<file path="src/rtl/hz_pkg.sv">
package hz_pkg;
  typedef enum logic [1:0] {
    FWD_RF    = 2'b00,
    FWD_MEMWB = 2'b01,
    FWD_EXMEM = 2'b10
  } fwd_sel_e;

  localparam int unsigned SQUASH_SLOTS = 2;
  localparam int unsigned NUM_SRC      = 2;
endpackage

</file>
<file path="src/rtl/hz_fwd_unit.sv">
module hz_fwd_unit
  import hz_pkg::*;
#(
  parameter int unsigned AW = 5
) (
  input  logic [AW-1:0] src,
  input  logic [AW-1:0] exmem_rd,
  input  logic          exmem_we,
  input  logic [AW-1:0] memwb_rd,
  input  logic          memwb_we,
  output fwd_sel_e      sel
);
  logic src_nz, hit_exmem, hit_memwb;

  always_comb begin
    src_nz    = (src != '0);
    hit_exmem = src_nz && exmem_we && (exmem_rd == src);
    hit_memwb = src_nz && memwb_we && (memwb_rd == src);
    if (hit_exmem)      sel = FWD_EXMEM;
    else if (hit_memwb) sel = FWD_MEMWB;
    else                sel = FWD_RF;
  end
endmodule

</file>
<file path="src/rtl/hz_loaduse_det.sv">
module hz_loaduse_det #(
  parameter int unsigned AW = 5
) (
  input  logic [AW-1:0] id_rs1,
  input  logic          id_rs1_used,
  input  logic [AW-1:0] id_rs2,
  input  logic          id_rs2_used,
  input  logic [AW-1:0] idex_rd,
  input  logic          idex_is_load,
  output logic          hit
);
  logic dest_live, m1, m2;

  always_comb begin
    dest_live = idex_is_load && (idex_rd != '0);
    m1        = id_rs1_used && (id_rs1 == idex_rd);
    m2        = id_rs2_used && (id_rs2 == idex_rd);
    hit       = dest_live && (m1 || m2);
  end
endmodule

</file>
<file path="src/rtl/hz_ctrl_seq.sv">
module hz_ctrl_seq
  import hz_pkg::*;
#(
  parameter int unsigned CNT_W = 16
) (
  input  logic             clk,
  input  logic             rst,
  input  logic             stall_req,
  input  logic             branch_taken,
  output logic             pc_hold,
  output logic             ifid_hold,
  output logic             idex_bubble,
  output logic             pc_redirect,
  output logic             ifid_flush,
  output logic             idex_flush,
  output logic [CNT_W-1:0] stall_cnt,
  output logic [CNT_W-1:0] flush_cnt
);
  localparam logic [CNT_W-1:0] PENALTY = CNT_W'(SQUASH_SLOTS);

  logic stall_eff;

  always_comb begin
    // a taken branch discards the instruction that would have stalled
    stall_eff   = stall_req && !branch_taken;
    pc_hold     = stall_eff;
    ifid_hold   = stall_eff;
    idex_bubble = stall_eff;
    pc_redirect = branch_taken;
    ifid_flush  = branch_taken;
    idex_flush  = branch_taken;
  end

  always_ff @(posedge clk) begin
    if (rst) begin
      stall_cnt <= '0;
      flush_cnt <= '0;
    end else begin
      if (stall_eff)    stall_cnt <= stall_cnt + 1'b1;
      if (branch_taken) flush_cnt <= flush_cnt + PENALTY;
    end
  end
endmodule

</file>
<file path="src/rtl/pipe_hazard_ctl.sv">
module pipe_hazard_ctl
  import hz_pkg::*;
#(
  parameter int unsigned AW    = 5,
  parameter int unsigned CNT_W = 16
) (
  input  logic             clk,
  input  logic             rst,
  input  logic [AW-1:0]    id_rs1,
  input  logic             id_rs1_used,
  input  logic [AW-1:0]    id_rs2,
  input  logic             id_rs2_used,
  input  logic [AW-1:0]    idex_rs1,
  input  logic [AW-1:0]    idex_rs2,
  input  logic [AW-1:0]    idex_rd,
  input  logic             idex_is_load,
  input  logic [AW-1:0]    exmem_rd,
  input  logic             exmem_we,
  input  logic [AW-1:0]    memwb_rd,
  input  logic             memwb_we,
  input  logic             branch_taken,
  output logic [1:0]       fwd_a_sel,
  output logic [1:0]       fwd_b_sel,
  output logic             pc_hold,
  output logic             ifid_hold,
  output logic             idex_bubble,
  output logic             pc_redirect,
  output logic             ifid_flush,
  output logic             idex_flush,
  output logic [CNT_W-1:0] stall_cnt,
  output logic [CNT_W-1:0] flush_cnt
);
  logic [AW-1:0] ex_src [NUM_SRC];
  fwd_sel_e      ex_sel [NUM_SRC];
  logic          lu_hit;

  assign ex_src[0] = idex_rs1;
  assign ex_src[1] = idex_rs2;

  for (genvar g = 0; g < NUM_SRC; g++) begin : g_fwd
    hz_fwd_unit #(.AW(AW)) fwd_i (
      .src      (ex_src[g]),
      .exmem_rd (exmem_rd),
      .exmem_we (exmem_we),
      .memwb_rd (memwb_rd),
      .memwb_we (memwb_we),
      .sel      (ex_sel[g])
    );
  end

  assign fwd_a_sel = ex_sel[0];
  assign fwd_b_sel = ex_sel[1];

  hz_loaduse_det #(.AW(AW)) lu_i (
    .id_rs1       (id_rs1),
    .id_rs1_used  (id_rs1_used),
    .id_rs2       (id_rs2),
    .id_rs2_used  (id_rs2_used),
    .idex_rd      (idex_rd),
    .idex_is_load (idex_is_load),
    .hit          (lu_hit)
  );

  hz_ctrl_seq #(.CNT_W(CNT_W)) seq_i (
    .clk          (clk),
    .rst          (rst),
    .stall_req    (lu_hit),
    .branch_taken (branch_taken),
    .pc_hold      (pc_hold),
    .ifid_hold    (ifid_hold),
    .idex_bubble  (idex_bubble),
    .pc_redirect  (pc_redirect),
    .ifid_flush   (ifid_flush),
    .idex_flush   (idex_flush),
    .stall_cnt    (stall_cnt),
    .flush_cnt    (flush_cnt)
  );
endmodule

</file>
<file path="config.mk">
export PLATFORM = sky130hd
export DESIGN_NAME = pipe_hazard_ctl
export DESIGN_NICKNAME = d
export VERILOG_FILES = /design/src/rtl/hz_pkg.sv /design/src/rtl/hz_fwd_unit.sv /design/src/rtl/hz_loaduse_det.sv /design/src/rtl/hz_ctrl_seq.sv /design/src/rtl/pipe_hazard_ctl.sv
export SDC_FILE = /design/constraint.sdc
export NUM_CORES = 1
export LEC_CHECK = 0
export BUFFER_PORTS_ARGS = -buffer_cell sky130_fd_sc_hd__buf_2
export CAP_MARGIN = 20
export CORE_MARGIN = 8
export CORE_UTILIZATION = 53
export CTS_BUF_LIST = sky130_fd_sc_hd__clkbuf_4 sky130_fd_sc_hd__clkbuf_8
export DETAILED_ROUTE_END_ITERATION = 6
export PLACE_DENSITY = 0.88
export SLEW_MARGIN = 20
export SYNTH_ARGS = -nofsm -noshare
export SYNTH_HDL_FRONTEND = slang
export SYNTH_SLANG_ARGS = --single-unit
</file>
<file path="constraint.sdc">
create_clock -name clk -period 4.68 [get_ports clk]
set_input_delay 0.936 -clock clk [delete_from_list [all_inputs] [get_ports clk]]
set_output_delay 0.936 -clock clk [all_outputs]
set_load 0.01 [all_outputs]
</file>
==> results_tabular.tex, run 1 <==
\begin{tabular}{lr}
\hline
Metric & Value \\
\hline
\multicolumn{2}{l}{\textbf{Setup path}} \\
\quad Critical path data required time & 3.74 ns \\
\quad Crit-path max FO & 28 \\
\quad R2r endpoint & seq\_i.stall\_cnt[14] \\
\quad Cells on worst reg2reg path & 5 \\
\quad Termination of the worst setup path & pc\_hold \\
\quad Slowest stage cell, crit path & sky130\_fd\_sc\_hd\_\_or4\_1 \\
\quad Largest incremental delay on the critical path & 0.57 ns \\
\quad Origin of the worst setup path & idex\_rd[0] \\
\quad Most used cell along the critical path & sky130\_fd\_sc\_hd\_\_buf\_2 \\
\quad Startpoint-to-endpoint class of the critical path & in2out \\
\quad Category of the worst setup path launch point & primary input \\
\quad Reg-to-reg slack, setup & 2.87 ns \\
\quad Launch instance of the worst register-to-register path & seq\_i.stall\_cnt[4] \\
\quad Critical path, cell by cell & buf\_2 > or4\_1 > o21ai\_2 > buf\_4 > nor2\_1 > buf\_2 \\
\quad CP arrival & 2.31 ns \\
\quad Critical path endpoint category & primary output \\
\multicolumn{2}{l}{\textbf{GRT}} \\
\quad GR met3 Demand/Resource & 8.25\% \\
\quad Global-route congestion overflow total & 0 \\
\quad GRT Overall Usage & about 17\% \\
\quad Via count of the first global-routing pass & approximately 1.9k \\
\quad Antenna violations before repair & 0 \\
\quad Global routing met1 resource utilization & around 18\% \\
\quad Most Used Layer, Global Route & met2 \\
\quad Maximum number of pins on one net before global-route repair & 34 \\
\quad GR Util met2 & 28.9\% \\
\quad Global-route wire length before repair & 8550 um \\
\multicolumn{2}{l}{\textbf{Layout}} \\
\quad Final net count & 339 \\
\quad Leading cell types in the layout, fill and taps excluded & sky130\_fd\_sc\_hd\_\_buf\_2 (83), sky130\_fd\_sc\_hd\_\_dfxtp\_1 (31), sky130\_fd\_sc\_hd\_\_xor2\_1 (24), sky130\_fd\_sc\_hd\_\_xnor2\_1 (20), sky130\_fd\_sc\_hd\_\_nor2\_1 (18) \\
\quad Post-Layout Cell Count & 341 \\
\quad Most common cell after layout, fill and taps aside & sky130\_fd\_sc\_hd\_\_buf\_2 \\
\quad ANT cells & 0 \\
\quad \# fillers & approximately 280 \\
\quad Summed area of non-filler cells in the final layout & approximately 2400 um\^{}2 \\
\quad Area grow syn2layout & 24.3\% \\
\quad Finished Core Util & 69.8\% \\
\quad Layout cell share with drive strength beyond 1 & between 30\% and 40\% \\
\multicolumn{2}{l}{\textbf{Place}} \\
\quad Total placed instance area & 2270 um\^{}2 \\
\quad Setup Slack @ Placement & 1.17 ns \\
\quad Number of port buffers & 83 \\
\quad Placed Cells & 332 \\
\quad Post-DP HPWL & 3900 um \\
\quad Placer Congestion & roughly 0.83 \\
\multicolumn{2}{l}{\textbf{STA}} \\
\quad Worst hold margin & 0.507 ns \\
\quad Final worst path period share & 69.4\% \\
\quad Final Setup Violations & 0 \\
\quad Achievable Freq & 0.308 GHz \\
\quad Clk\_skew & 0.00802 ns \\
\quad RSZ-0062 raised after global routing & no \\
\quad Headroom to the max-slew limit & 54.7\% \\
\quad Post-Route Setup TNS & 0 ns \\
\quad Clock period minus final worst setup slack & 3.25 ns \\
\quad Worst path setup slack after routing & $\sim$1.4 ns \\
\quad Number of pins exceeding their max-slew limit in the final report & 0 \\
\quad Final hold vios & 0 \\
\quad Transition at the pin with the smallest max-transition slack & $\sim$0.68 ns \\
\multicolumn{2}{l}{\textbf{CTS}} \\
\quad Post\_cts resized & 0 \\
\quad Level count of the clock H-tree & 2 \\
\quad Number of hold buffers added after CTS & 0 \\
\quad Post-CTS setup buffer count & 0 \\
\quad Root buffer cell & sky130\_fd\_sc\_hd\_\_clkbuf\_4 \\
\quad Clock buffers created by TritonCTS & 5 \\
\quad Clock tree from TritonCTS & built \\
\quad Number of buffers between clock root and the deepest sink & 2 \\
\quad Skew-Pair Late Insertion Delay & 0.33 ns \\
\quad Register clock-pin slew on the reported worst setup and hold paths & 0.09 ns \\
\quad Clock sink count & 31 \\
\multicolumn{2}{l}{\textbf{Floorplanning}} \\
\quad Std-Cell Rows & 21 \\
\quad Die Outline Area & between 5000 and 6000 um\^{}2 \\
\quad Die boundary width & 75.9 um \\
\quad I/O pins & 85 \\
\quad Initial core utilization & 56.1\% \\
\quad Core Region & 3390 um\^{}2 \\
\quad Floorplan die height & 75.9 um \\
\multicolumn{2}{l}{\textbf{Drt}} \\
\quad Average wire per standard cell & 14.7 um \\
\quad Number of DRC markers in iteration 0 & 56 \\
\quad Number of routed nets with antenna violations & 0 \\
\quad 1st-pass router iterations & 4 \\
\quad Total DRC errors in the routed layout & 0 \\
\quad DRT Wirelength & 5020 um \\
\quad Vias after detailed routing & roughly 1.9k \\
\quad Avg Vias per Cell & about 5.6 \\
\multicolumn{2}{l}{\textbf{Synthesis}} \\
\quad Cells after Synth & 220 \\
\quad Count of unique library cells instantiated by Yosys & 31 \\
\quad Net count after synthesis & approximately 270 \\
\quad Synthesized area per cell & 8.65 um\^{}2 \\
\quad Number of flops mapped to enable cells by yosys & 0 \\
\quad Top cell type's share of synthesized area & 32.6\% \\
\quad Syn. warnings & 0 \\
\quad Sequential area share after synthesis & between 30\% and 40\% \\
\quad Total standard cell area after synthesis & 1900 um\^{}2 \\
\quad Ys flop type & sky130\_fd\_sc\_hd\_\_dfxtp\_1 \\
\quad Leading post-synthesis cells by cell area & sky130\_fd\_sc\_hd\_\_dfxtp\_1 (33\%), sky130\_fd\_sc\_hd\_\_xor2\_1 (11\%), sky130\_fd\_sc\_hd\_\_xnor2\_1 (9.2\%) \\
\quad Share of async-settable or async-resettable flops after synthesis & 0\% \\
\quad Seq cells post-synth & 31 \\
\quad Cell accounting for the most synthesized area & sky130\_fd\_sc\_hd\_\_dfxtp\_1 \\
\multicolumn{2}{l}{\textbf{Pwr}} \\
\quad Clock power share & just under 40\% \\
\quad Fraction of power spent switching nets & 24.2\% \\
\quad Comb power frac & 13.9\% \\
\quad Static Leakage & 1.01 nW \\
\quad Power Total & 565 uW \\
\quad Power dissipated by switching net loads & around 140 uW \\
\quad Power per unit of standard cell area & 239 nW/um\^{}2 \\
\quad Worst voltage drop across the vdd grid & 0.253 mV \\
\quad Seq pwr share & 47.5\% \\
\quad Int Power & 428 uW \\
\multicolumn{2}{l}{\textbf{Status}} \\
\quad Outcome & finished clean \\
\multicolumn{2}{l}{\textbf{Min path}} \\
\quad Hold WC Path Type & reg2reg \\
\quad Hold path startpoint & seq\_i.stall\_cnt[7] \\
\multicolumn{2}{l}{\textbf{Job}} \\
\quad Max-cap violations & 0 \\
\hline
\end{tabular}
[cells by family after synthesis]
logic type                 count (synthesis)  synth area share, %
and+or+nand+nor                           87                 27.1
xor gates and xnor gates                  44                 20.2
AOI/OAI and AO/OA                         35                 11.8
DFF                                       31                 32.6
buffers and inverters                     19                 6.25
adders and majority gates                  2                 1.31
other                                      1                0.197
muxes                                      1                0.526
[metal layers]
metal,vias up,share of wire [%]
met1,863,40
met2,73,49
met5,-,0
met4,0,1.2
met3,4,9.6
li1,958,-
[layout make-up]
class                           count  area (um^2)  share of cell area (%)
Multi-Input combinational cell    170         1160                    49.2
Sequential cell                    31          621                    26.2
Timing Repair Buffer               85          434                    18.4
Tap cell                           46         57.6                    2.43
Clock buffer                        6         51.3                    2.17
Clock inverter                      2         35.0                    1.48
Inverter                            1         3.75                   0.159
[cell usage after synthesis (3+ instances only)]
master and number:
sky130_fd_sc_hd__nand3_1 7, sky130_fd_sc_hd__nor4_1 4, sky130_fd_sc_hd__o31ai_1 14, sky130_fd_sc_hd__nor2_1 18, sky130_fd_sc_hd__xor2_1 24, sky130_fd_sc_hd__buf_4 10, sky130_fd_sc_hd__or4_1 17, sky130_fd_sc_hd__dfxtp_1 31
sky130_fd_sc_hd__clkbuf_1 3, sky130_fd_sc_hd__a21oi_1 16, sky130_fd_sc_hd__nand4_1 11, sky130_fd_sc_hd__nand2_1 11, sky130_fd_sc_hd__and3_1 5, sky130_fd_sc_hd__xnor2_1 20, sky130_fd_sc_hd__and4_1 6
[how the worst min path moves through the flow]
stage	to	cells past startpoint
floorplan	seq_i.stall_cnt[15]	2
global placement	seq_i.stall_cnt[15]	2
global route	seq_i.stall_cnt[7]	2
finish	seq_i.stall_cnt[7]	2
CTS	seq_i.stall_cnt[15]	2
detailed placement	seq_i.stall_cnt[15]	2
[flip-flops by register name (all words and copies together), names as in the netlist]
register         count
seq_i.stall_cnt     16
seq_i.flush_cnt     15
[power by group through the flow]
stage	sequential [mW]	combinational (mW)	clock, mW
floorplan	0.275	0.0445	0
global placement	0.274	0.0755	0
detailed placement	0.274	0.0782	0
CTS	0.268	0.0787	0.223
global route	0.269	0.0862	0.235
finish	0.268	0.0787	0.218
[critical path: cells and delay by family]
family,cells,cell delay [ns]
AND/OR/NAND/NOR,2,0.66
buffers and inverters,3,0.56
AO/OA/AOI/OAI,1,0.15
Power figures use the tool's default switching activity.
==> run 2: changes to the inputs <==
CORE_UTILIZATION = 49   (was 53)
PLACE_DENSITY = 0.83   (was 0.88)
clock period = 3.05 ns   (was 4.68 ns; I/O delays follow)
==> run 2 against run 1 <==
  * Clock skew is 0.0030 ns lower
  * Global-route usage shrank 1.0 points
  * Count of clock-buffer cells in the layout stayed put
  * Largest power group is now the clock network
  * Utilization down 4.8 points
  * First-iteration DRC count is 3.6% lower
  * Setup slack lost 0.95 ns
==> results_tabular.tex, run 2 (synthesis results as in run 1) <==
\begin{tabular}{lr}
\hline
Metric & Value \\
\hline
\multicolumn{2}{l}{\textbf{Setup path}} \\
\quad Crit-path max FO & 3 \\
\quad Critical path, cell by cell & buf\_2 > or4\_1 > nor2\_1 > nor4\_1 > nor4\_1 > buf\_2 \\
\quad CP arrival & 1.96 ns \\
\quad Slowest stage cell, crit path & sky130\_fd\_sc\_hd\_\_or4\_1 \\
\quad Startpoint-to-endpoint class of the critical path & in2out \\
\quad Category of the worst setup path launch point & primary input \\
\quad Largest incremental delay on the critical path & 0.52 ns \\
\quad Critical path endpoint category & primary output \\
\quad Critical path data required time & 2.44 ns \\
\multicolumn{2}{l}{\textbf{Pwr}} \\
\quad Power per unit of standard cell area & 398 nW/um\^{}2 \\
\quad Static Leakage & 1.02 nW \\
\quad Worst voltage drop across the vdd grid & 0.305 mV \\
\quad Seq pwr share & 43.1\% \\
\quad Power dissipated by switching net loads & 227 uW \\
\quad Clock power share & 44.3\% \\
\quad Int Power & between 700 and 800 uW \\
\quad Comb power frac & 12.5\% \\
\quad Fraction of power spent switching nets & 23.8\% \\
\multicolumn{2}{l}{\textbf{Layout}} \\
\quad Largest register FFs & 16 \\
\quad Layout cell share with drive strength beyond 1 & 32.9\% \\
\quad Most common cell after layout, fill and taps aside & sky130\_fd\_sc\_hd\_\_buf\_2 \\
\quad Area grow syn2layout & 25.9\% \\
\quad Top flop regs & seq\_i.stall\_cnt (16), seq\_i.flush\_cnt (15) \\
\quad Register name with the most flops & seq\_i.stall\_cnt \\
\quad Finished Core Util & 65.0\% \\
\quad Post-Layout Cell Count & $\sim$340 \\
\quad Final net count & about 340 \\
\quad Leading cell types in the layout, fill and taps excluded & sky130\_fd\_sc\_hd\_\_buf\_2 (83), sky130\_fd\_sc\_hd\_\_dfxtp\_1 (31), sky130\_fd\_sc\_hd\_\_xor2\_1 (24), sky130\_fd\_sc\_hd\_\_xnor2\_1 (20), sky130\_fd\_sc\_hd\_\_nor2\_1 (18) \\
\quad Summed area of non-filler cells in the final layout & 2400 um\^{}2 \\
\quad \# fillers & 347 \\
\quad ANT cells & 0 \\
\multicolumn{2}{l}{\textbf{GRT}} \\
\quad Antenna violations before repair & 0 \\
\quad Global-route congestion overflow total & 0 \\
\quad Via count of the first global-routing pass & 1905 \\
\quad GRT Overall Usage & roughly 16\% \\
\quad Global-route wire length before repair & 8250 um \\
\quad Maximum number of pins on one net before global-route repair & 32 \\
\multicolumn{2}{l}{\textbf{CTS}} \\
\quad Number of hold buffers added after CTS & 0 \\
\quad Level count of the clock H-tree & 2 \\
\quad Register clock-pin slew on the reported worst setup and hold paths & $\sim$0.070 ns \\
\quad Post\_cts resized & 0 \\
\quad Clock sink count & 31 \\
\quad Clock tree from TritonCTS & built \\
\quad Post-CTS setup buffer count & 0 \\
\quad Skew-Pair Late Insertion Delay & slightly below 0.3 ns \\
\quad Clock buffers created by TritonCTS & 5 \\
\quad Number of buffers between clock root and the deepest sink & 2 \\
\quad Root buffer cell & sky130\_fd\_sc\_hd\_\_clkbuf\_8 \\
\multicolumn{2}{l}{\textbf{Floorplanning}} \\
\quad Initial core utilization & 51.6\% \\
\quad Die boundary width & about 78 um \\
\quad Std-Cell Rows & 22 \\
\quad Die Outline Area & 6130 um\^{}2 \\
\quad Floorplan die height & 78.3 um \\
\quad I/O pins & 85 \\
\quad Core Region & 3690 um\^{}2 \\
\multicolumn{2}{l}{\textbf{Place}} \\
\quad Total placed instance area & roughly 2300 um\^{}2 \\
\quad Placer Congestion & between 0.8 and 0.9 \\
\quad Placed Cells & 335 \\
\quad Post-DP HPWL & 3940 um \\
\quad Number of port buffers & between 80 and 90 \\
\multicolumn{2}{l}{\textbf{Drt}} \\
\quad Total DRC errors in the routed layout & 0 \\
\quad Number of routed nets with antenna violations & 0 \\
\quad Avg Vias per Cell & 5.54 \\
\quad 1st-pass router iterations & 4 \\
\quad Average wire per standard cell & 14.7 um \\
\quad Number of DRC markers in iteration 0 & 54 \\
\quad DRT Wirelength & 5040 um \\
\quad Vias after detailed routing & 1900 \\
\multicolumn{2}{l}{\textbf{STA}} \\
\quad Final hold vios & 0 \\
\quad Final Setup Violations & 0 \\
\quad Headroom to the max-slew limit & a little over three fifths \\
\quad Clock period minus final worst setup slack & 2.57 ns \\
\quad Transition at the pin with the smallest max-transition slack & 0.561 ns \\
\quad Achievable Freq & 0.389 GHz \\
\quad Final worst path period share & about 84\% \\
\quad Post-Route Setup TNS & 0 ns \\
\quad RSZ-0062 raised after global routing & no \\
\quad Clk\_skew & slightly above 0.005 ns \\
\quad Number of pins exceeding their max-slew limit in the final report & 0 \\
\multicolumn{2}{l}{\textbf{Status}} \\
\quad Outcome & finished clean \\
\multicolumn{2}{l}{\textbf{Job}} \\
\quad Max-cap violations & 0 \\
\multicolumn{2}{l}{\textbf{Min path}} \\
\quad Hold WC Path Type & reg2reg \\
\hline
\end{tabular}
## run 2: cell count changes in the layout (fill, tap and decap cells not counted)
| cell | delta |
|---|---|
| sky130_fd_sc_hd__buf_4 | +1 |
| sky130_fd_sc_hd__clkbuf_8 | +5 |
| sky130_fd_sc_hd__clkbuf_4 | -5 |
| sky130_fd_sc_hd__buf_6 | -1 |
## run 2: final timing paths
check | start | endpoint | slack (ns) | cells past startpoint
max | idex_rs2[0] | fwd_b_sel[0] | 0.48 | 6
min | seq_i.stall_cnt[15] | seq_i.stall_cnt[15] | 0.49 | 2
max reg2reg | seq_i.stall_cnt[4] | seq_i.stall_cnt[14] | 1.26 | 5
min reg2reg | seq_i.stall_cnt[15] | seq_i.stall_cnt[15] | 0.49 | 2
## run 2: power by group through the flow
stage          logic (mW)  clock network, mW  registers [mW]
6_report            0.120              0.423           0.412
5_1_grt             0.132              0.444           0.412
3_3_place_gp        0.117                  0           0.421
4_1_cts             0.121              0.427           0.412
3_5_place_dp        0.120                  0           0.421
2_1_floorplan      0.0682                  0           0.422
## run 2: routing by layer
layer	vias to the layer above	track usage (%)	wire, um
met3	6	6.15	374
li1	943	-	-
met5	-	0	0
met1	878	16.4	2140
met2	73	28.0	2430
met4	0	7.78	89
## run 2: worst max-delay path: cells and delay by family
kind	cells	cell delay (ns)
AND/OR/NAND/NOR	4	1.03
buffers and inverters	2	0.31
## run 2: cell type report
cell class	count	area, um^2	area share (%)
well taps	48	60.1	2.51
inverters	1	3.75	0.157
repair buffers	85	430	18.0
clock inverters	2	35.0	1.46
flip-flops and latches	31	621	25.9
multi-input cells	170	1160	48.6
clock buffers	6	82.6	3.45
## run 2: through the flow
step | total power, mW | setup slack [ns] | hold slack (ns)
global route | 0.987 | 0.422 | 0.520
global placement | 0.538 | 0.586 | 0.466
detailed placement | 0.541 | 0.490 | 0.476
CTS | 0.960 | 0.491 | 0.486
finish | 0.954 | 0.482 | 0.486
floorplan | 0.490 | 0.475 | 0.496
==> run 3: changes to the inputs <==
CORE_UTILIZATION = 44   (was 49)
PLACE_DENSITY = 0.78   (was 0.83)
clock period = 2.1 ns   (was 3.05 ns; I/O delays follow)
==> run 3 against run 2 <==
  * The run now ends with negative setup slack left
  * Combinational power increased by 63%
  * Hold slack better by 0.0077 ns
  * Flip-flop and latch count unchanged
  * Critical path type unchanged
  * Critical endpoint unchanged
  * Highest routed layer unchanged
==> results_tabular.tex, run 3 (synthesis results as in run 1) <==
\begin{tabular}{lr}
\hline
Metric & Value \\
\hline
\multicolumn{2}{l}{\textbf{STA}} \\
\quad Headroom to the max-slew limit & 62.4\% \\
\quad Final hold vios & 0 \\
\quad Number of pins exceeding their max-slew limit in the final report & 0 \\
\quad Transition at the pin with the smallest max-transition slack & 0.564 ns \\
\quad Post-Route Setup TNS & -0.0179 ns \\
\quad RSZ-0062 raised after global routing & yes \\
\quad Clk\_skew & $\sim$0.004 ns \\
\quad Final Setup Violations & 1 \\
\quad Worst path setup slack after routing & -0.0179 ns \\
\quad Clock period minus final worst setup slack & 2.12 ns \\
\quad Achievable Freq & 0.472 GHz \\
\quad Final worst path period share & 101\% \\
\multicolumn{2}{l}{\textbf{Status}} \\
\quad Violations in the final reports & negative setup slack \\
\quad Outcome & complete, but fails checks \\
\multicolumn{2}{l}{\textbf{Setup path}} \\
\quad Critical path data required time & 1.68 ns \\
\quad Startpoint-to-endpoint class of the critical path & in2out \\
\quad Launch instance of the worst register-to-register path & seq\_i.stall\_cnt[4] \\
\quad Origin of the worst setup path & idex\_rs2[0] \\
\quad Termination of the worst setup path & fwd\_b\_sel[0] \\
\quad Critical path endpoint category & primary output \\
\quad R2r endpoint & seq\_i.stall\_cnt[14] \\
\quad Category of the worst setup path launch point & primary input \\
\quad Reg-to-reg slack, setup & $\sim$0.34 ns \\
\quad CP arrival & 1.70 ns \\
\quad Crit-path max FO & 2 \\
\quad Cells on worst reg2reg path & 5 \\
\multicolumn{2}{l}{\textbf{Layout}} \\
\quad Register name with the most flops & seq\_i.stall\_cnt \\
\quad ANT cells & 0 \\
\quad Multi-input gate area in the final layout & approximately 1200 um\^{}2 \\
\quad Area grow syn2layout & 31.4\% \\
\quad Final net count & 346 \\
\quad \# fillers & 380 \\
\quad Most common cell after layout, fill and taps aside & sky130\_fd\_sc\_hd\_\_buf\_2 \\
\quad Layout cell share with drive strength beyond 1 & 37.1\% \\
\quad Largest register FFs & 16 \\
\quad Top flop regs & seq\_i.stall\_cnt (16), seq\_i.flush\_cnt (15) \\
\quad Register area & 621 um\^{}2 \\
\quad Leading cell types in the layout, fill and taps excluded & sky130\_fd\_sc\_hd\_\_buf\_2 (82), sky130\_fd\_sc\_hd\_\_dfxtp\_1 (31), sky130\_fd\_sc\_hd\_\_xor2\_1 (24), sky130\_fd\_sc\_hd\_\_xnor2\_1 (20), sky130\_fd\_sc\_hd\_\_a21oi\_1 (16) \\
\multicolumn{2}{l}{\textbf{Pwr}} \\
\quad Power per unit of standard cell area & between 500 and 600 nW/um\^{}2 \\
\quad Power Total & around 1.3 mW \\
\quad Worst voltage drop across the vdd grid & 0.408 mV \\
\quad Static Leakage & 1.06 nW \\
\multicolumn{2}{l}{\textbf{GRT}} \\
\quad Global-route wire length before repair & $\sim$7500 um \\
\quad Antenna violations before repair & 0 \\
\quad Maximum number of pins on one net before global-route repair & 33 \\
\quad GRT Overall Usage & between 10\% and 20\% \\
\quad Global-route congestion overflow total & 0 \\
\quad Via count of the first global-routing pass & 1801 \\
\multicolumn{2}{l}{\textbf{Floorplanning}} \\
\quad Std-Cell Rows & 24 \\
\quad Floorplan die height & 81.8 um \\
\quad Die Outline Area & 6690 um\^{}2 \\
\quad Core Region & 4260 um\^{}2 \\
\quad Initial core utilization & 44.6\% \\
\quad I/O pins & 85 \\
\quad Die boundary width & 81.8 um \\
\multicolumn{2}{l}{\textbf{Place}} \\
\quad Placer Congestion & 0.802 \\
\quad Number of port buffers & 83 \\
\quad Post-DP HPWL & $\sim$3900 um \\
\quad Setup Slack @ Placement & -0.0173 ns \\
\multicolumn{2}{l}{\textbf{CTS}} \\
\quad Clock tree from TritonCTS & built \\
\quad Root buffer cell & sky130\_fd\_sc\_hd\_\_clkbuf\_8 \\
\quad Skew-Pair Late Insertion Delay & 0.28 ns \\
\quad Level count of the clock H-tree & 2 \\
\quad Register clock-pin slew on the reported worst setup and hold paths & around 0.060 ns \\
\quad Number of buffers between clock root and the deepest sink & 2 \\
\quad Clock sink count & 31 \\
\quad Clock buffers created by TritonCTS & 5 \\
\multicolumn{2}{l}{\textbf{Drt}} \\
\quad Avg Vias per Cell & 5.40 \\
\quad Vias after detailed routing & approximately 1.9k \\
\quad Average wire per standard cell & 14.4 um \\
\quad Total DRC errors in the routed layout & 0 \\
\quad Number of routed nets with antenna violations & 0 \\
\quad Number of DRC markers in iteration 0 & 86 \\
\quad 1st-pass router iterations & 4 \\
\quad DRT Wirelength & slightly above 5000 um \\
\multicolumn{2}{l}{\textbf{Job}} \\
\quad Max-cap violations & 0 \\
\multicolumn{2}{l}{\textbf{Min path}} \\
\quad Hold WC Path Type & reg2reg \\
\hline
\end{tabular}
[run 3: cell count changes in the layout (fill, tap and decap cells not counted), moves of 2 or more]
cell,previous run,this run
sky130_fd_sc_hd__buf_4,2,8
sky130_fd_sc_hd__clkbuf_4,0,2
sky130_fd_sc_hd__nor2_1,18,15
sky130_fd_sc_hd__nor2_4,0,2
sky130_fd_sc_hd__nor4_1,4,2
sky130_fd_sc_hd__or4_1,17,14
sky130_fd_sc_hd__or4_4,0,3
[run 3: area by class of cell]
type	instances	area share, %
Tap cell	52	2.60
Multi-Input combinational cell	170	48.8
Timing Repair Buffer	92	20.1
Clock buffer	7	3.35
Inverter	1	0.150
Sequential cell	31	24.8
Clock inverter	1	0.200
[run 3: what timing repair did]
action	in CTS	in global routing
endpoints found under the hold margin	0	0
pin swaps	1	6
resized for setup	0	10
setup buffers	0	2
setup endpoints to repair	1	2
hold buffers	0	0
[run 3: through the flow]
step	util, %	hold WS, ns	area [um^2]	cells
after global routing	58.7	0.519	2500	354
after CTS	57.1	0.493	2440	352
final	58.7	0.493	2500	354
after floorplan	-	0.489	1920	220
after detailed placement	55.0	0.482	2350	344
after global placement	55.0	0.469	2350	344
[run 3: worst min-delay path by stage]
| stage | start | cells past startpoint | slack, ns | endpoint |
|---|---|---|---|---|
| finish | seq_i.stall_cnt[7] | 2 | 0.49 | seq_i.stall_cnt[7] |
| global placement | seq_i.stall_cnt[15] | 2 | 0.47 | seq_i.stall_cnt[15] |
| floorplan | rst | 1 | 0.49 | seq_i.stall_cnt[3] |
| detailed placement | seq_i.stall_cnt[15] | 2 | 0.48 | seq_i.stall_cnt[15] |
| CTS | seq_i.stall_cnt[7] | 2 | 0.49 | seq_i.stall_cnt[7] |
| global route | seq_i.stall_cnt[7] | 2 | 0.52 | seq_i.stall_cnt[7] |
[run 3: critical path: stages]
cell                     delay, ns
sky130_fd_sc_hd__buf_2        0.11
sky130_fd_sc_hd__or4_4        0.52
sky130_fd_sc_hd__nor2_4       0.15
sky130_fd_sc_hd__nor4_4       0.05
sky130_fd_sc_hd__nor4_1       0.27
sky130_fd_sc_hd__buf_2        0.18
[run 3: routing by layer]
metal | vias up | GRT usage, % | share of wire [%]
met4 | 0 | 4.91 | 1.7
met3 | 9 | 4.05 | 8.5
met2 | 65 | 24.6 | 49
met1 | 875 | 15.1 | 41
met5 | - | 0 | 0
li1 | 961 | - | -
[run 3: report_power, final]
group          switching, mW  internal [mW]  total (mW)
Combinational          0.103         0.0929       0.196
Sequential           0.00569          0.592       0.598
Clock                  0.211          0.258       0.468
